[src/rtl/prog_table_pkg.sv]
`timescale 1ns/1ps
package prog_table_pkg;
  localparam int PWORD_W = 24;
  localparam int DATA_W  = 16;
  localparam int PAGE_W  = 8;
  localparam int EA_W    = 16;

  typedef logic [PWORD_W-1:0] pword_t;

  typedef struct packed {
    logic hi;
    logic byte_md;
    logic b0;
  } lane_t;

  function automatic logic [PAGE_W+EA_W-1:0] form_addr(logic [PAGE_W-1:0] pg,
                                                      logic [EA_W-1:0] ea);
    return {pg, ea};
  endfunction

  // Pick the requested lane out of a 24-bit word; the phantom byte reads as zero.
  function automatic logic [DATA_W-1:0] lane_extract(pword_t w, lane_t l);
    logic [7:0] b;
    if (!l.byte_md) begin
      if (l.hi) return {8'h00, w[23:16]};
      return w[15:0];
    end
    if (l.hi) b = l.b0 ? 8'h00 : w[23:16];
    else      b = l.b0 ? w[15:8] : w[7:0];
    return {8'h00, b};
  endfunction

  // Merge write data into a latch word; phantom-byte writes leave it untouched.
  function automatic pword_t lane_merge(pword_t w, logic [DATA_W-1:0] d, lane_t l);
    pword_t r;
    r = w;
    if (!l.byte_md) begin
      if (l.hi) r[23:16] = d[7:0];
      else      r[15:0]  = d;
    end else if (l.hi) begin
      if (!l.b0) r[23:16] = d[7:0];
    end else if (l.b0) begin
      r[15:8] = d[7:0];
    end else begin
      r[7:0] = d[7:0];
    end
    return r;
  endfunction
endpackage

[src/rtl/prog_table_decode.sv]
`timescale 1ns/1ps
module prog_table_decode
  import prog_table_pkg::*;
#(
  parameter int LATCH_WORDS = 128,
  parameter logic [7:0] LATCH_PAGE = 8'hFA,
  parameter int IDX_W = 7
) (
  input  logic [PAGE_W-1:0]      page,
  input  logic [EA_W-1:0]        ea,
  output logic [PAGE_W+EA_W-1:0] full_addr,
  output logic                   latch_hit,
  output logic [IDX_W-1:0]       latch_idx
);
  assign full_addr = form_addr(page, ea);
  assign latch_hit = (page == LATCH_PAGE) && (ea[EA_W-1:1] < (EA_W-1)'(LATCH_WORDS));
  assign latch_idx = ea[IDX_W:1];
endmodule

[src/rtl/prog_table_latches.sv]
`timescale 1ns/1ps
module prog_table_latches
  import prog_table_pkg::*;
#(
  parameter int LATCH_WORDS = 128,
  parameter int IDX_W = 7
) (
  input  logic              clk,
  input  logic              rst_n,
  input  logic              preset,
  input  logic              wr_fire,
  input  logic [IDX_W-1:0]  idx,
  input  logic [DATA_W-1:0] wr_data,
  input  lane_t             lane,
  output pword_t            rd_word
);
  pword_t lat [LATCH_WORDS];

  for (genvar i = 0; i < LATCH_WORDS; i++) begin : g_word
    always_ff @(posedge clk or negedge rst_n) begin
      if (!rst_n)                              lat[i] <= '1;
      else if (preset)                         lat[i] <= '1;
      else if (wr_fire && idx == IDX_W'(i))    lat[i] <= lane_merge(lat[i], wr_data, lane);
    end
  end

  assign rd_word = lat[idx];
endmodule

[src/rtl/prog_table_read_path.sv]
`timescale 1ns/1ps
module prog_table_read_path
  import prog_table_pkg::*;
(
  input  logic              clk,
  input  logic              rst_n,
  input  logic              rd_en,
  input  lane_t             lane,
  input  logic              from_latch,
  input  pword_t            latch_word,
  input  pword_t            mem_rdata,
  output logic              rd_valid,
  output logic [DATA_W-1:0] rd_data
);
  logic   valid_q;
  lane_t  lane_q;
  logic   from_latch_q;
  pword_t latch_word_q;
  pword_t src_word;

  always_ff @(posedge clk or negedge rst_n) begin
    if (!rst_n) begin
      valid_q      <= 1'b0;
      lane_q       <= '0;
      from_latch_q <= 1'b0;
      latch_word_q <= '0;
    end else begin
      valid_q <= rd_en;
      if (rd_en) begin
        lane_q       <= lane;
        from_latch_q <= from_latch;
        latch_word_q <= latch_word;
      end
    end
  end

  assign src_word = from_latch_q ? latch_word_q : mem_rdata;
  assign rd_valid = valid_q;
  assign rd_data  = valid_q ? lane_extract(src_word, lane_q) : '0;
endmodule

[src/rtl/prog_table_port.sv]
`timescale 1ns/1ps
module prog_table_port
  import prog_table_pkg::*;
#(
  parameter int LATCH_WORDS = 128,
  parameter logic [7:0] LATCH_PAGE = 8'hFA
) (
  input  logic        clk,
  input  logic        rst_n,
  input  logic [7:0]  page_i,
  input  logic [15:0] ea_i,
  input  logic        hi_space_i,
  input  logic        byte_mode_i,
  input  logic        rd_en_i,
  input  logic        wr_en_i,
  input  logic [15:0] wr_data_i,
  input  logic        prog_done_i,
  output logic [23:0] mem_addr_o,
  output logic        mem_rd_o,
  input  logic [23:0] mem_rdata_i,
  output logic        rd_valid_o,
  output logic [15:0] rd_data_o
);
  localparam int IDX_W = (LATCH_WORDS > 2) ? $clog2(LATCH_WORDS) : 1;

  // Named internal events
  logic             latch_hit;
  logic [IDX_W-1:0] latch_idx;
  logic             latch_wr_fire;
  logic             latch_preset;
  lane_t            lane;
  pword_t           latch_word;

  assign lane          = '{hi: hi_space_i, byte_md: byte_mode_i, b0: ea_i[0]};
  assign latch_wr_fire = wr_en_i & latch_hit;
  assign latch_preset  = prog_done_i;
  assign mem_rd_o      = rd_en_i & ~latch_hit;

  prog_table_decode #(
    .LATCH_WORDS(LATCH_WORDS), .LATCH_PAGE(LATCH_PAGE), .IDX_W(IDX_W)
  ) u_decode (
    .page(page_i), .ea(ea_i), .full_addr(mem_addr_o),
    .latch_hit(latch_hit), .latch_idx(latch_idx)
  );

  prog_table_latches #(.LATCH_WORDS(LATCH_WORDS), .IDX_W(IDX_W)) u_latches (
    .clk(clk), .rst_n(rst_n), .preset(latch_preset), .wr_fire(latch_wr_fire),
    .idx(latch_idx), .wr_data(wr_data_i), .lane(lane), .rd_word(latch_word)
  );

  prog_table_read_path u_read (
    .clk(clk), .rst_n(rst_n), .rd_en(rd_en_i), .lane(lane),
    .from_latch(latch_hit), .latch_word(latch_word), .mem_rdata(mem_rdata_i),
    .rd_valid(rd_valid_o), .rd_data(rd_data_o)
  );
endmodule

[config.mk]
export PLATFORM = sky130hd
export DESIGN_NAME = prog_table_port
export DESIGN_NICKNAME = d
export VERILOG_FILES = /design/src/rtl/prog_table_pkg.sv /design/src/rtl/prog_table_decode.sv /design/src/rtl/prog_table_latches.sv /design/src/rtl/prog_table_read_path.sv /design/src/rtl/prog_table_port.sv
export SDC_FILE = /design/constraint.sdc
export NUM_CORES = 2
export LEC_CHECK = 0
export BUFFER_PORTS_ARGS = -buffer_cell sky130_fd_sc_hd__buf_2
export CELL_PAD_IN_SITES_DETAIL_PLACEMENT = 1
export CELL_PAD_IN_SITES_GLOBAL_PLACEMENT = 1
export CORE_AREA = 2 2 511 513
export DETAILED_ROUTE_END_ITERATION = 7
export DIE_AREA = 0 0 513 515
export PLACE_DENSITY = 0.81
export SKIP_CTS_REPAIR_TIMING = 1
export SLEW_MARGIN = 30
export SYNTH_ARGS = -nofsm -noshare
export SYNTH_HDL_FRONTEND = slang
export SYNTH_SLANG_ARGS = --single-unit
[constraint.sdc]
create_clock -name clk -period 3.4 [get_ports clk]
set_clock_uncertainty 0.1 [all_clocks]
set_input_delay 0.34 -clock clk [delete_from_list [all_inputs] [get_ports clk]]
set_output_delay 0.34 -clock clk [all_outputs]
set_load 0.03 [all_outputs]
# After elaboration in Yosys (flattened, before gate mapping)
# Index checks and enable logic that the tools add are counted.
[totals] reg_bits=3101 out_inout_bits=42
[classes] n_lt_le_gt_ge=2 eq_ne=131 n_mux=276 bitwise=4 reduce_logical=643
[ops] op="two-way mux 24 bit" n=260
[ops] op="AND reduction 3 bit" n=384
[ops] op="equality test 7 bit (second input constant)" n=64
[ops] op="nonzero test 2 bit" n=129
[ops] op="equality test 7 x 6 -> 1 bit (second input constant)" n=32
[ops] op="binary-select mux 24 bit (select 7 bit)" n=1
[ops] op="logical AND 1 bit" n=129
[ops] op="equality test 7 x 5 -> 1 bit (second input constant)" n=16
[ops] op="two-way mux 16 bit" n=6
[ops] op="equality test 7 x 4 -> 1 bit (second input constant)" n=8
[ops] op="two-way mux 8 bit" n=7
[ops] op="equality test 7 x 3 -> 1 bit (second input constant)" n=4
[ops] op="< comparator 15 x 8 -> 1 bit (second input constant)" n=1
[ops] op="equality test 7 x 2 -> 1 bit (second input constant)" n=2
[ops] op="equality test 8 bit (second input constant)" n=1
[ops] op="greater-or-equal comparator 8 bit (second input constant)" n=1
[ops] op="NOT 7 -> 8 bit" n=1
[ops] op="equality test 7 x 1 -> 1 bit (second input constant)" n=1
[ops] op="zero test 7 bit" n=1
[ops] op="inequality test 3 x 2 -> 1 bit (second input constant)" n=2
[ops] op="bitwise AND 1 bit" n=2
[ops] op="two-way mux 1 bit" n=2
[ops] op="inequality test 2 x 1 -> 1 bit (second input constant)" n=1
[ops] op="NOT 1 bit" n=1

# Longest topological paths before layout
[logic_depth] ltp_word=6 mapped_depth=13 depth_no_buf=6

# By module
# A second synthesis with hierarchy kept.
[unflattened] cells_unflattened=13123 hier_area_um2=141749.7
[modules_own_cells] mod="prog_table_latches" instances=1 cells_per_inst=12959 area_per_inst_um2=139880.4 seq_area_each_um2=80717.4
[modules_own_cells] mod="prog_table_read_path" instances=1 cells_per_inst=126 area_per_inst_um2=1570.3 seq_area_each_um2=725.7
[modules_own_cells] mod="prog_table_decode" instances=1 cells_per_inst=36 area_per_inst_um2=282.8 seq_area_each_um2=0.0
[modules_own_cells] mod="prog_table_port" instances=1 cells_per_inst=2 area_per_inst_um2=16.3 seq_area_each_um2=0.0

# Worst setup path after synthesis
# OpenSTA, ideal clock, no wires.
[synth_timing] path_type="input port to flip-flop" startpoint="input ea_i[2]" endpoint="register u_read.latch_word_q[10]" setup_ns=0.128 arrival_ns=2.317 path_slack_ns=0.855 path_stages=10 n_path_buf=4 cell_sequence="buf_4 > buf_6 > buf_4 > buf_2 > mux4_2 > mux2_2 > o22ai_1 > nor3_1 > nor4_1 > nor3_1"
[synth_via] elab_chain_cells=4
[synth_rtl] element="start: declaration" line_no="prog_table_port.sv:11" text="input logic [15:0] ea_i,"
[synth_rtl] element="NOT 7 -> 8 bit (implied by the code)" line_no="prog_table_latches.sv:27" text="assign rd_word = lat[idx];"
[synth_rtl] element="binary-select mux 24 bit (select 7 bit)" line_no="prog_table_latches.sv:27"
[synth_rtl] element="two-way mux 24 bit (implied by the code) (2 in a row)" line_no="prog_table_latches.sv:27"
[synth_rtl] element="end signal: assignment" line_no="prog_table_read_path.sv:32" text="latch_word_q <= latch_word;"
[synth_rtl] element="end: declaration" line_no="prog_table_read_path.sv:18" text="pword_t latch_word_q;"
# Every way passes these cells. The select of a mux whose other input is x is not followed.
# A chain may end at the register's enable or synchronous reset.

# Worst setup path after layout
[layout_timing] startpoint="register u_read.from_latch_q" endpoint="output rd_data_o[4]"
[layout_via] elab_chain_cells=5
[layout_rtl] element="start: declaration" line_no="prog_table_read_path.sv:17" text="logic from_latch_q;"
[layout_rtl] element="start signal: assignment" line_no="prog_table_read_path.sv:31" text="from_latch_q <= from_latch;"
[layout_rtl] element="two-way mux 24 bit (*)" line_no="prog_table_read_path.sv:37" text="assign src_word = from_latch_q ? latch_word_q : mem_rdata;"
[layout_rtl] element="two-way mux 16 bit (tied with other cells)" line_no="prog_table_pkg.sv:25" text="if (l.hi) return {8'h00, w[23:16]};"
[layout_rtl] element="two-way mux 16 bit or two-way mux 8 bit (tied branches)" line_no="prog_table_pkg.sv:26, prog_table_pkg.sv:28"
[layout_rtl] element="two-way mux 16 bit (*)" line_no="prog_table_pkg.sv:28" text="if (l.hi) b = l.b0 ? 8'h00 : w[23:16];"
[layout_rtl] element="two-way mux 16 bit (*)" line_no="prog_table_read_path.sv:39" text="assign rd_data = valid_q ? lane_extract(src_word, lane_q) : '0;"
[layout_rtl] element="end: declaration" line_no="prog_table_port.sv:22" text="output logic [15:0] rd_data_o"
# Every way passes the cells marked *; elsewhere a longest branch is shown, timed or not. The select of a mux whose other input is x is not followed.

==> flow_summary.ini <==
[run_status]
status = finished with violations
violations = negative setup slack

[clocking]
clk_pin_slew_ns = 0.06
tritoncts = done
htreeDepth = 5
cts.root.buffer_cell = clkbuf_16
cts.path.max_buffers = 4
cts-buffers-inserted = 331
clk-insertion-delay-late_ns = 0.98
clock-sinks = 3101

[floorplanning]
design.portCount = 113
floorplan.die_area_um2 = 264000
die_height_um = 515
num_rows = 187
design.core.area_um2 = 259000
fp.dieW_um = 513
initial_core_util_pct = 54.8

[timing]
fmax_mhz = 294
fin_setup_tns_ns = -0.00653
number_of_setup_violations_in_the_final_report = 1
hold_viol = 0
grt_setup_unrepaired = false
slew_headroom_pct = 23.3
final.setup.worst_slack_ns = -0.00653
worst_pin_slew_ns = 1.15
fin_hold_ws_ns = 0.0497
fin_crit_sh_pct = 100
slew_viol_final = 0
finalWorstPathRequiredPeriod_ns = 3.41

[synth]
area_of_the_mapped_netlist_um2 = 142000
post_synth_num_cell_types = 52
yosysWarnings = 0
synthesis.nets = 13200
ys.flop_type = dfstp_2
ys_seq_elements = 3101
synth_seq_area_share_pct = 57.4
synthArstFlopShare_pct = 100
synthesis.area_per_instance_um2 = 10.8
netlist_instances = 13100
synth_edf_count = 0

[placed_design]
dp_cells = 16300
placement.cell_area_um2 = 150000
gpl.final_weighted_congestion = 0.943
dp_hpwl_mm = 337
number_of_buffers_inserted_by_port_buffering = 112
dpl_worst_slack_ns = -0.409

[critical_path]
cp_max_fo = 17
regToRegStartpoint = u_latches.lat[1280]
worstRegToRegCells = 7
worstSetupEndpoint = rd_data_o[4]
timing.critical_path.from_type = flip-flop
worstSetupPathType = flip-flop to output port
r2r_end = u_read.latch_word_q[8]
crit_required_ns = 2.96
worstSetupEndpointType = output port
crit_start = u_read.from_latch_q
worstPathArrival_ns = 2.97
rrSetupSlack_ns = 0.17

[power]
static_leakage_power_nw = 64.0
vdd_drop_max_mv = 0.445
cellPowerDensity_nw_per_um2 = 597

[drt]
route.met2.wl_mm = 248
post_drt_wl_per_cell_um = 31.9
routedLengthMet1_mm = 197
met3_wirelength_mm = 51.8
drc = 0
number_of_search_and_repair_iterations_in_the_first_detailed_routing_pass = 6
antenna_violating_nets_post_route = 0
post_drt_via_cell_ratio = 6.84
first_iter_violations = 11000
top_signal_layer_used = met5
vias = 116000
route.final.wire_length_mm = 539

[cells_and_area]
area.growth.synth_to_final_pct = 13.9
multi_input_gate_area_in_the_final_layout_um2 = 55200
layout.area.seq_um2 = 81400
fin_area_um2 = 162000
layout.filler_cells = 26500
final_nets = 13300
drive_gt1_share_pct = 38.6
final-instance-count-excl-fill = 16900

[grt]
grt_pass1_vias = 124000
grt.total_usage_pct = 40.6
grt_max_degree = 153
grt_antenna_before_repair = 48
grt_first_pass_wirelength_mm = 807
grt_remaining_overflow = 0

[hold_path]
holdCritPathClass = input port to flip-flop
hold_path_depth = 5

[flow_run]
max-cap-violations = 0
-- registers in the layout, summed over array words and instances, names as in the netlist --
| register | cells |
|---|---|
| u_latches.lat | 3072 |
| u_read.from_latch_q | 1 |
| u_read.lane_q | 3 |
| u_read.latch_word_q | 24 |
| u_read.rd_valid | 1 |
-- metal layers --
layer,track usage [%],vias up
met4,27.8,38
met2,62.9,6167
met1,49.5,60500
met5,0,-
li1,-,46700
met3,11.3,2121
-- critical path: stages (launching register included) --
cell	delay, ns
dfrtp_4	0.57
buf_6	0.29
mux2i_1	0.16
a22oi_1	0.30
buf_4	0.26
and3_1	0.18
buf_2	0.20
-- cells in the mapped netlist, drive strengths merged (8+ instances only) --
| master | number | share of area, % |
|---|---|---|
| nand2 | 3173 | 8.4 |
| o21ai | 3109 | 11 |
| dfstp | 3072 | 57 |
| clkbuf | 981 | 2.6 |
| mux2i | 693 | 4.9 |
| mux4 | 484 | 7.7 |
| a41oi | 384 | 2.4 |
| a22oi | 363 | 1.9 |
| buf | 293 | 1.3 |
| a21oi | 120 | 0.42 |
| nor2 | 70 | 0.19 |
| nand3 | 65 | 0.23 |
| nor3 | 49 | 0.18 |
| mux2 | 39 | 0.31 |
| a211oi | 30 | 0.16 |
| a31oi | 29 | 0.13 |
| dfrtp | 29 | 0.51 |
| nor4 | 24 | 0.11 |
| nand4 | 22 | 0.097 |
| o22ai | 21 | 0.093 |
| nor2b | 17 | 0.075 |
| nand2b | 15 | 0.066 |
| a2111oi | 13 | 0.080 |
| and3 | 8 | 0.035 |
-- where the power goes --
group	switching, W	internal (W)	leakage [nW]
sequential	0.00240	0.0431	32.7
combinational	0.00854	0.00460	25.8
clock	0.0159	0.0218	5.51
total	0.0269	0.0695	64.0
-- final cells by class --
cell class | count | share of cell area [%]
multi-input combinational | 8759 | 34.2
timing repair buffer | 1015 | 5.77
antenna | 29 | 0.0449
clock inverter | 108 | 0.885
inverter | 5 | 0.0124
clock buffer | 487 | 6.02
tap | 3402 | 2.64
sequential | 3101 | 50.4
-- kinds of logic (layout without fill, tap and decap cells) --
family	count (synthesis)	count (layout)	synth area share (%)
AOI/OAI and AO/OA	4085	4085	16.2
and+or+nand+nor	3458	3458	9.46
DFF	3101	3101	57.4
buffers and inverters	1279	1615	3.96
muxes	1216	1216	12.9
other	0	29	0
-- metrics by stage --
step	utilization (%)	power (W)
2_1_floorplan	-	0.0521
3_3_place_gp	58.1	0.0570
3_5_place_dp	58.1	0.0583
4_1_cts	62.4	0.0962
5_1_grt	62.4	0.0990
6_report	62.5	0.0964
-- worst min-delay path by stage --
stage / slack (ns) / to / start
finish: 0.05 / u_latches.lat[1547] / wr_data_i[11]
global route: 0.09 / u_latches.lat[1811] / wr_data_i[11]
CTS: -0.68 / u_read.lane_q[2] / rst_n
detailed placement: 0.28 / u_read.lane_q[2] / rst_n
global placement: 0.29 / u_read.lane_q[2] / rst_n
floorplan: -0.06 / u_read.from_latch_q / rst_n
-- cell usage in the layout (no fill, tap or decap), types with 25 or more instances in the layout --
cell type / n
mux2i_1: 693
buf_12: 150
nand2_1: 3170
nand3_1: 65
a21oi_1: 118
clkbuf_16: 337
mux2_2: 39
mux4_2: 484
bufinv_16: 25
a31oi_1: 29
clkinv_2: 59
o21ai_0: 3101
nor3_1: 41
dfstp_2: 3072
diode_2: 29
a22oi_1: 363
nor2_1: 37
dfrtp_1: 28
a41oi_1: 381
clkbuf_8: 73
nor2_4: 29
clkbuf_1: 77
buf_4: 743
buf_2: 105
Note: power is estimated with default switching activity, not from simulation.
